[config.mk]
export PLATFORM = sky130hd
export DESIGN_NAME = adc_scan_seq
export DESIGN_NICKNAME = d
export VERILOG_FILES = /design/src/rtl/adc_seq_pkg.sv /design/src/rtl/seq_ctrl.sv /design/src/rtl/seq_regs.sv /design/src/rtl/adc_scan_seq.sv
export SDC_FILE = /design/constraint.sdc
export NUM_CORES = 1
export LEC_CHECK = 0
export BUFFER_PORTS_ARGS = -buffer_cell sky130_fd_sc_hd__buf_2
export CORE_UTILIZATION = 55
export CTS_CLUSTER_SIZE = 20
export DETAILED_ROUTE_END_ITERATION = 8
export GPL_TIMING_DRIVEN = 0
export HOLD_SLACK_MARGIN = 0.06
export PLACE_DENSITY = 0.75
export RECOVER_POWER = 25
export SLEW_MARGIN = 20
export SYNTH_ARGS = -nofsm -noshare
export SYNTH_HDL_FRONTEND = slang
export SYNTH_SLANG_ARGS = --single-unit
export TNS_END_PERCENT = 30
[constraint.sdc]
create_clock -name clk -period 5.2 [get_ports clk]
set_clock_uncertainty 0.1 [all_clocks]
set_input_delay 0.26 -clock clk [delete_from_list [all_inputs] [get_ports clk]]
set_output_delay 0.26 -clock clk [all_outputs]
set_load 0.03 [all_outputs]
[src/rtl/adc_seq_pkg.sv]
package adc_seq_pkg;
  localparam int SEQ_NCH = 8;
  localparam int SEQ_CHW = $clog2(SEQ_NCH);
  localparam int SEQ_DW  = 12;
  localparam int SEQ_STW = 8;
  localparam int SEQ_AW  = 5;

  localparam logic [SEQ_AW-1:0] A_CTRL  = 5'h00;
  localparam logic [SEQ_AW-1:0] A_CHEN  = 5'h01;
  localparam logic [SEQ_AW-1:0] A_RNGEN = 5'h02;
  localparam logic [SEQ_AW-1:0] A_LO    = 5'h03;
  localparam logic [SEQ_AW-1:0] A_HI    = 5'h04;
  localparam logic [SEQ_AW-1:0] A_OOR   = 5'h05;
  localparam logic [SEQ_AW-1:0] A_STAT  = 5'h06;

  typedef enum logic [1:0] {S_IDLE, S_SAMP, S_CONV} seq_state_t;

  // Lowest enabled index at or above 'from', wrapping modulo SEQ_NCH.
  function automatic logic [SEQ_CHW-1:0] seq_pick(input logic [SEQ_NCH-1:0] en,
                                                  input logic [SEQ_CHW-1:0] from);
    logic [SEQ_CHW-1:0] idx;
    logic [SEQ_CHW-1:0] r;
    r = from;
    for (int k = SEQ_NCH - 1; k >= 0; k--) begin
      idx = from + k[SEQ_CHW-1:0];
      if (en[idx]) r = idx;
    end
    return r;
  endfunction

  // True when a result lies strictly outside the [lo, hi] window.
  function automatic logic seq_outside(input logic [SEQ_DW-1:0] v,
                                       input logic [SEQ_DW-1:0] lo,
                                       input logic [SEQ_DW-1:0] hi);
    return (v < lo) || (v > hi);
  endfunction
endpackage

[src/rtl/seq_ctrl.sv]
module seq_ctrl
  import adc_seq_pkg::*;
#(
  parameter int NCH = SEQ_NCH,
  parameter int CHW = SEQ_CHW,
  parameter int STW = SEQ_STW
) (
  input  logic                     clk,
  input  logic                     rst_n,
  input  logic                     trig,
  input  logic                     fw_mode,
  input  logic [CHW-1:0]           fw_ch,
  input  logic                     cont,
  input  logic [NCH-1:0]           chen,
  input  logic [NCH-1:0][STW-1:0]  stime,
  input  logic                     adc_done,
  output logic [CHW-1:0]           adc_mux,
  output logic                     adc_sample,
  output logic                     adc_start,
  output logic                     busy,
  output logic                     done_evt,
  output logic [CHW-1:0]           done_ch,
  output logic                     eos
);
  seq_state_t     st_q;
  logic [CHW-1:0] cur_q;
  logic [STW-1:0] cnt_q;
  logic [CHW-1:0] first_ch, nxt_ch;
  logic           any_en, last_ch;

  always_comb begin
    any_en     = |chen;
    first_ch   = fw_mode ? fw_ch : seq_pick(chen, '0);
    nxt_ch     = fw_mode ? fw_ch : seq_pick(chen, CHW'(cur_q + 1'b1));
    last_ch    = fw_mode || !any_en || (nxt_ch <= cur_q);
    done_evt   = (st_q == S_CONV) && adc_done;
    eos        = done_evt && last_ch;
    adc_sample = (st_q == S_SAMP);
    adc_start  = (st_q == S_SAMP) && (cnt_q == '0);
    adc_mux    = (st_q == S_CONV) ? nxt_ch : cur_q;
    busy       = (st_q != S_IDLE);
    done_ch    = cur_q;
  end

  always_ff @(posedge clk or negedge rst_n) begin
    if (!rst_n) begin
      st_q  <= S_IDLE;
      cur_q <= '0;
      cnt_q <= '0;
    end else begin
      unique case (st_q)
        S_IDLE: if (trig && (fw_mode || any_en)) begin
          st_q  <= S_SAMP;
          cur_q <= first_ch;
          cnt_q <= stime[first_ch];
        end
        S_SAMP: if (cnt_q == '0) st_q <= S_CONV;
                else             cnt_q <= cnt_q - 1'b1;
        S_CONV: if (adc_done) begin
          if ((last_ch && !cont) || (!fw_mode && !any_en)) begin
            st_q <= S_IDLE;
          end else begin
            st_q  <= S_SAMP;
            cur_q <= nxt_ch;
            cnt_q <= stime[nxt_ch];
          end
        end
        default: st_q <= S_IDLE;
      endcase
    end
  end

  p_start_in_window_r4: assert property (@(posedge clk) disable iff (!rst_n)
    adc_start |-> adc_sample);
  p_mux_hold_r4: assert property (@(posedge clk) disable iff (!rst_n)
    (adc_sample && !adc_start) |=> (adc_sample && $stable(adc_mux)));
  p_no_gap_r5: assert property (@(posedge clk) disable iff (!rst_n)
    (done_evt && !eos) |=> adc_sample);
  p_mux_lookahead_r5: assert property (@(posedge clk) disable iff (!rst_n)
    (done_evt && !eos) |=> (adc_mux == $past(adc_mux)));
  p_empty_trig_r2: assert property (@(posedge clk) disable iff (!rst_n)
    (!busy && trig && !fw_mode && chen == '0) |=> !busy);
  p_idle_after_eos_r10: assert property (@(posedge clk) disable iff (!rst_n)
    (eos && !cont) |=> !busy);
endmodule

[src/rtl/seq_regs.sv]
module seq_regs
  import adc_seq_pkg::*;
#(
  parameter int NCH = SEQ_NCH,
  parameter int CHW = SEQ_CHW,
  parameter int DW  = SEQ_DW,
  parameter int STW = SEQ_STW,
  parameter int AW  = SEQ_AW
) (
  input  logic                     clk,
  input  logic                     rst_n,
  input  logic                     reg_wr,
  input  logic [AW-1:0]            reg_addr,
  input  logic [DW-1:0]            reg_wdata,
  output logic [DW-1:0]            reg_rdata,
  input  logic                     done_evt,
  input  logic [CHW-1:0]           done_ch,
  input  logic [DW-1:0]            adc_data,
  input  logic                     eos,
  output logic                     cont,
  output logic                     fw_mode,
  output logic [CHW-1:0]           fw_ch,
  output logic [NCH-1:0]           chen,
  output logic [NCH-1:0][STW-1:0]  stime,
  output logic                     irq_range
);
  localparam int CW = 2 + CHW;

  logic [CW-1:0]           ctrl_q;
  logic [NCH-1:0]          chen_q, rngen_q, oor_q, oor_set;
  logic [DW-1:0]           lo_q, hi_q;
  logic                    sdone_q;
  logic [NCH-1:0][STW-1:0] stime_q;
  logic [NCH-1:0][DW-1:0]  res_q;
  logic                    hit, wr_oor, wr_stat;

  assign hit     = done_evt && seq_outside(adc_data, lo_q, hi_q);
  assign oor_set = hit ? (NCH'(1) << done_ch) : '0;
  assign wr_oor  = reg_wr && (reg_addr == A_OOR);
  assign wr_stat = reg_wr && (reg_addr == A_STAT);

  always_ff @(posedge clk or negedge rst_n) begin
    if (!rst_n) begin
      ctrl_q  <= '0;
      chen_q  <= '0;
      rngen_q <= '0;
      lo_q    <= '0;
      hi_q    <= '0;
      oor_q   <= '0;
      sdone_q <= 1'b0;
    end else begin
      if (reg_wr) begin
        unique case (reg_addr)
          A_CTRL:  ctrl_q  <= reg_wdata[CW-1:0];
          A_CHEN:  chen_q  <= reg_wdata[NCH-1:0];
          A_RNGEN: rngen_q <= reg_wdata[NCH-1:0];
          A_LO:    lo_q    <= reg_wdata;
          A_HI:    hi_q    <= reg_wdata;
          default: ;
        endcase
      end
      oor_q   <= (oor_q & ~(wr_oor ? reg_wdata[NCH-1:0] : '0)) | oor_set;
      sdone_q <= (sdone_q & ~(wr_stat && reg_wdata[0])) | eos;
    end
  end

  for (genvar g = 0; g < NCH; g++) begin : g_ch
    always_ff @(posedge clk or negedge rst_n) begin
      if (!rst_n) begin
        stime_q[g] <= '0;
        res_q[g]   <= '0;
      end else begin
        if (reg_wr && reg_addr == AW'(8 + g)) stime_q[g] <= reg_wdata[STW-1:0];
        if (done_evt && done_ch == CHW'(g))   res_q[g]   <= adc_data;
      end
    end
  end

  always_comb begin
    reg_rdata = '0;
    unique case (reg_addr)
      A_CTRL:  reg_rdata = DW'(ctrl_q);
      A_CHEN:  reg_rdata = DW'(chen_q);
      A_RNGEN: reg_rdata = DW'(rngen_q);
      A_LO:    reg_rdata = lo_q;
      A_HI:    reg_rdata = hi_q;
      A_OOR:   reg_rdata = DW'(oor_q);
      A_STAT:  reg_rdata = DW'(sdone_q);
      default: begin
        if (reg_addr[4:3] == 2'b01) reg_rdata = DW'(stime_q[reg_addr[CHW-1:0]]);
        if (reg_addr[4:3] == 2'b10) reg_rdata = res_q[reg_addr[CHW-1:0]];
      end
    endcase
  end

  assign cont      = ctrl_q[0];
  assign fw_mode   = ctrl_q[1];
  assign fw_ch     = ctrl_q[CW-1:2];
  assign chen      = chen_q;
  assign stime     = stime_q;
  assign irq_range = |(oor_q & rngen_q);

  p_masked_irq_r7: assert property (@(posedge clk) disable iff (!rst_n)
    (hit && rngen_q[done_ch] && !(reg_wr && reg_addr == A_RNGEN)) |=> irq_range);
  p_w1c_r8: assert property (@(posedge clk) disable iff (!rst_n)
    (wr_oor && !done_evt) |=> ((oor_q & $past(reg_wdata[NCH-1:0])) == '0));
  p_set_wins_r8: assert property (@(posedge clk) disable iff (!rst_n)
    hit |=> (oor_q != '0));
  p_sdone_r9: assert property (@(posedge clk) disable iff (!rst_n)
    eos |=> sdone_q);
endmodule

[src/rtl/adc_scan_seq.sv]
module adc_scan_seq
  import adc_seq_pkg::*;
#(
  parameter int NCH = SEQ_NCH,
  parameter int DW  = SEQ_DW,
  parameter int STW = SEQ_STW,
  parameter int AW  = SEQ_AW,
  localparam int CHW = $clog2(NCH)
) (
  input  logic           clk,
  input  logic           rst_n,
  input  logic           reg_wr,
  input  logic [AW-1:0]  reg_addr,
  input  logic [DW-1:0]  reg_wdata,
  output logic [DW-1:0]  reg_rdata,
  input  logic           trig,
  output logic [CHW-1:0] adc_mux,
  output logic           adc_sample,
  output logic           adc_start,
  input  logic           adc_done,
  input  logic [DW-1:0]  adc_data,
  output logic           eos_pulse,
  output logic           irq_range,
  output logic           busy
);
  logic                    cont, fw_mode, done_evt;
  logic [CHW-1:0]          fw_ch, done_ch;
  logic [NCH-1:0]          chen;
  logic [NCH-1:0][STW-1:0] stime;

  seq_regs #(.NCH(NCH), .CHW(CHW), .DW(DW), .STW(STW), .AW(AW)) u_regs (
    .clk(clk), .rst_n(rst_n), .reg_wr(reg_wr), .reg_addr(reg_addr),
    .reg_wdata(reg_wdata), .reg_rdata(reg_rdata), .done_evt(done_evt),
    .done_ch(done_ch), .adc_data(adc_data), .eos(eos_pulse), .cont(cont),
    .fw_mode(fw_mode), .fw_ch(fw_ch), .chen(chen), .stime(stime),
    .irq_range(irq_range)
  );

  seq_ctrl #(.NCH(NCH), .CHW(CHW), .STW(STW)) u_ctrl (
    .clk(clk), .rst_n(rst_n), .trig(trig), .fw_mode(fw_mode), .fw_ch(fw_ch),
    .cont(cont), .chen(chen), .stime(stime), .adc_done(adc_done),
    .adc_mux(adc_mux), .adc_sample(adc_sample), .adc_start(adc_start),
    .busy(busy), .done_evt(done_evt), .done_ch(done_ch), .eos(eos_pulse)
  );

  p_eos_one_cycle_r9: assert property (@(posedge clk) disable iff (!rst_n)
    eos_pulse |=> !eos_pulse);
endmodule

==> impl_metrics.toml <==
[synthesis]
yosys-top-cells-count = "dfrtp_1, mux2_2, nand2_1"
synth_seq_cells = 227
synth.avg_cell_area_um2 = 11.2
synth_top_area_share = 0.406
synth_top_area_cell = "dfrtp_1"
yosysSeqAreaShare = 0.406
synth_ff_type = "dfrtp_1"
synth_edf_count = 0
yosysMostFrequentCell = "dfrtp_1"
syn-cell-area_um2 = 14000
synth_nets = 1316
synthCells = 1245
yosysWarningCount = 0
synthTopCellsByArea = "dfrtp_1, mux2_2, mux4_2, mux2i_1, ha_1"
ys_types = 69
async_flop_share = 1.00

[grt]
globalRouteOverflowTotal = 0
track_usage = 0.331
antenna_found_initial = 1
grt_first_pass_wirelength_mm = 66.1
first_global_vias = 11400
grt_max_degree = 94

[sta]
tightestPinTransition_ps = 2660
holdWs_ps = 80.8
final-max-slew-violation-count = 46
hold_viol_final = 0
grt_setup_unrepaired = "yes"
slew_headroom = -0.771
fin_crit_ps = 5090
fin_crit_sh = 0.979
finalSetupViolCount = 0
finalSetupTns_ps = 0
fmax_mhz = 196

[clocking]
h-tree-depth = 1
cts_made_buffers = 25
cts_buffer_depth = 3
clockRootBuffer = "clkbuf_16"
cts_tree = "yes"
clk_pin_slew_worst_paths_ps = 60
cts.sinks = 227
clkLatencyLatePin_ps = 520

[placed_design]
hpwl_mm = 30.1
gp_congestion = 0.992
numPortBuffers = 49

[worst_setup_path]
rrSetupSlack_ps = 110
critPathLaunchType = "register"
cp_max_fo = 7
cp_data_arrival_time_ps = 4730
end_kind = "primary output"
crit_type = "reg2out"
critPathRequiredTime_ps = 4840

[worst_hold_path]
min_path_type = "in2reg"

[job]
max-cap-violations = 1

[pwr]
leakage_nw = 7.26
total_power_mw = 9.30
vdd_drop_max_uv = 335
power.density_nw_per_um2 = 572

[route]
first_iter_violations = 1352
vias_per_cell = 6.68
via_count = 11500
routed_wl_mm = 42.7
dr.pass1.iters = 6
ant_nets = 0
avgRoutedWirePerCell_um = 24.9
drc_errors = 0

[final_layout]
drive_gt1_frac = 0.313
syn_to_final_growth_pct = 16.0
final_nets = 1441

[die]
boundaryPins = 54
die_y_um = 162
initial_core_util = 0.558
fp.coreArea_um2 = 25100
row_count = 58
die_w_um = 162
dieArea_um2 = 26100

[outcome]
violations = "capacitance limit, slew limit"
status = "finished with violations"
==> worst paths after layout <==
kind | end | depth (start not counted) | start
setup / recovery | eos_pulse | 17 | u_ctrl.done_ch[0]
hold / removal | u_regs.res_q[42] | 2 | adc_data[6]
setup reg to reg | u_ctrl.cnt_q[2] | 21 | u_ctrl.done_ch[0]
hold reg to reg | u_regs.res_q[24] | 2 | u_regs.res_q[24]
max in group asynchronous | u_regs.res_q[41] | 4 | rst_n
min in group asynchronous | u_ctrl.cnt_q[7] | 2 | rst_n
==> logic make-up after synthesis <==
family,Yosys count,share of synthesized area
xor gates and xnor gates,5,0.00313
DFF,227,0.406
muxes,334,0.305
AOI/OAI and AO/OA,245,0.127
adders and majority gates,37,0.0331
and+or+nand+nor,261,0.0868
buffers and inverters,136,0.0399
==> layout by cell type, fill, tap and decap left out, drive strengths merged, types with 4 or more instances in the layout <==
cell / Yosys / routed
nor3b: 4 / 4
mux2: 217 / 217
dlygate4sd3: 0 / 23
bufinv: 0 / 4
a22o: 17 / 17
o211ai: 8 / 8
o22ai: 12 / 12
ha: 37 / 37
clkinv: 1 / 9
mux4: 52 / 52
clkbuf: 65 / 101
inv: 49 / 48
nand4: 10 / 10
nor2: 57 / 57
mux2i: 65 / 65
o41ai: 8 / 8
dfrtp: 227 / 227
nand2b: 12 / 12
nor3: 21 / 21
a311oi: 6 / 6
a21o: 13 / 13
buf: 21 / 92
nand3: 20 / 20
a31o: 4 / 4
and2: 16 / 16
nor2b: 5 / 5
a22oi: 19 / 19
xnor2: 4 / 4
a221oi: 10 / 10
a32oi: 8 / 8
a31oi: 13 / 13
a211oi: 15 / 15
a21oi: 37 / 37
o221ai: 6 / 6
a221o: 6 / 6
o21ai: 40 / 40
nand2: 104 / 104
==> state kept, by name, summed over array words and instances (netlist names) <==
signal / count
u_regs.hi_q: 12
u_ctrl.cnt_q: 8
u_regs.oor_q: 8
u_regs.chen: 8
u_regs.lo_q: 12
u_ctrl.st_q: 2
u_regs.sdone_q: 1
u_regs.stime: 64
u_regs.res_q: 96
u_regs.rngen_q: 8
u_ctrl.done_ch: 3
u_regs.ctrl_q: 5
==> cell type report <==
type / count / area, um2
Multi-Input combinational cell: 882 / 7920
Clock buffer: 32 / 702
Sequential cell: 227 / 5680
Timing Repair Buffer: 98 / 743
Antenna cell: 1 / 2.50
Clock inverter: 13 / 170
Buffer: 86 / 430
Fill cell: 1996 / 8860
Tap cell: 330 / 413
Inverter: 50 / 193
==> what timing repair did <==
item,in CTS,in global routing
endpoints found under the hold margin,249,0
pin swaps,6,18
gates resized for setup,21,28
hold buffers,23,0
setup endpoints to repair,13,12
setup buffers,7,16
cloned,0,1
==> critical path, cell delays in order (launching register included) <==
cell	delay [ps]
dfrtp_2	450
ha_4	210
ha_1	290
buf_6	140
mux4_2	500
mux2_4	320
a21oi_2	130
a22oi_2	80
a221o_1	390
a211oi_4	260
inv_2	120
ha_4	260
a21o_1	180
a21oi_2	130
a311o_1	200
a41oi_2	60
nor2_2	230
buf_2	250
==> power by group <==
group          internal (mW)  switching, mW
clock                   1.15          0.727
combinational           2.22           2.66
sequential              2.18          0.364
total                   5.55           3.75
==> through the flow <==
step | worst slack, ps | utilization | area [um2] | std cells
after global placement | -1050 | 0.584 | 14700 | 1624
final | 108 | 0.647 | 16300 | 1719
after detailed placement | -1050 | 0.587 | 14700 | 1626
after CTS | 8.25 | 0.637 | 16000 | 1701
after global routing | -65.3 | 0.647 | 16200 | 1718
after floorplan | 17.8 | - | 14000 | 1245
==> metal layers <==
| layer | vias to the layer above | GRT usage | wire length (um) |
|---|---|---|---|
| met5 | - | 0 | 0 |
| met4 | 0 | 0.135 | 1880 |
| met3 | 138 | 0.0670 | 3820 |
| met2 | 645 | 0.527 | 19900 |
| met1 | 5753 | 0.446 | 17200 |
| li1 | 4955 | - | - |
Power figures use the tool's default switching activity.
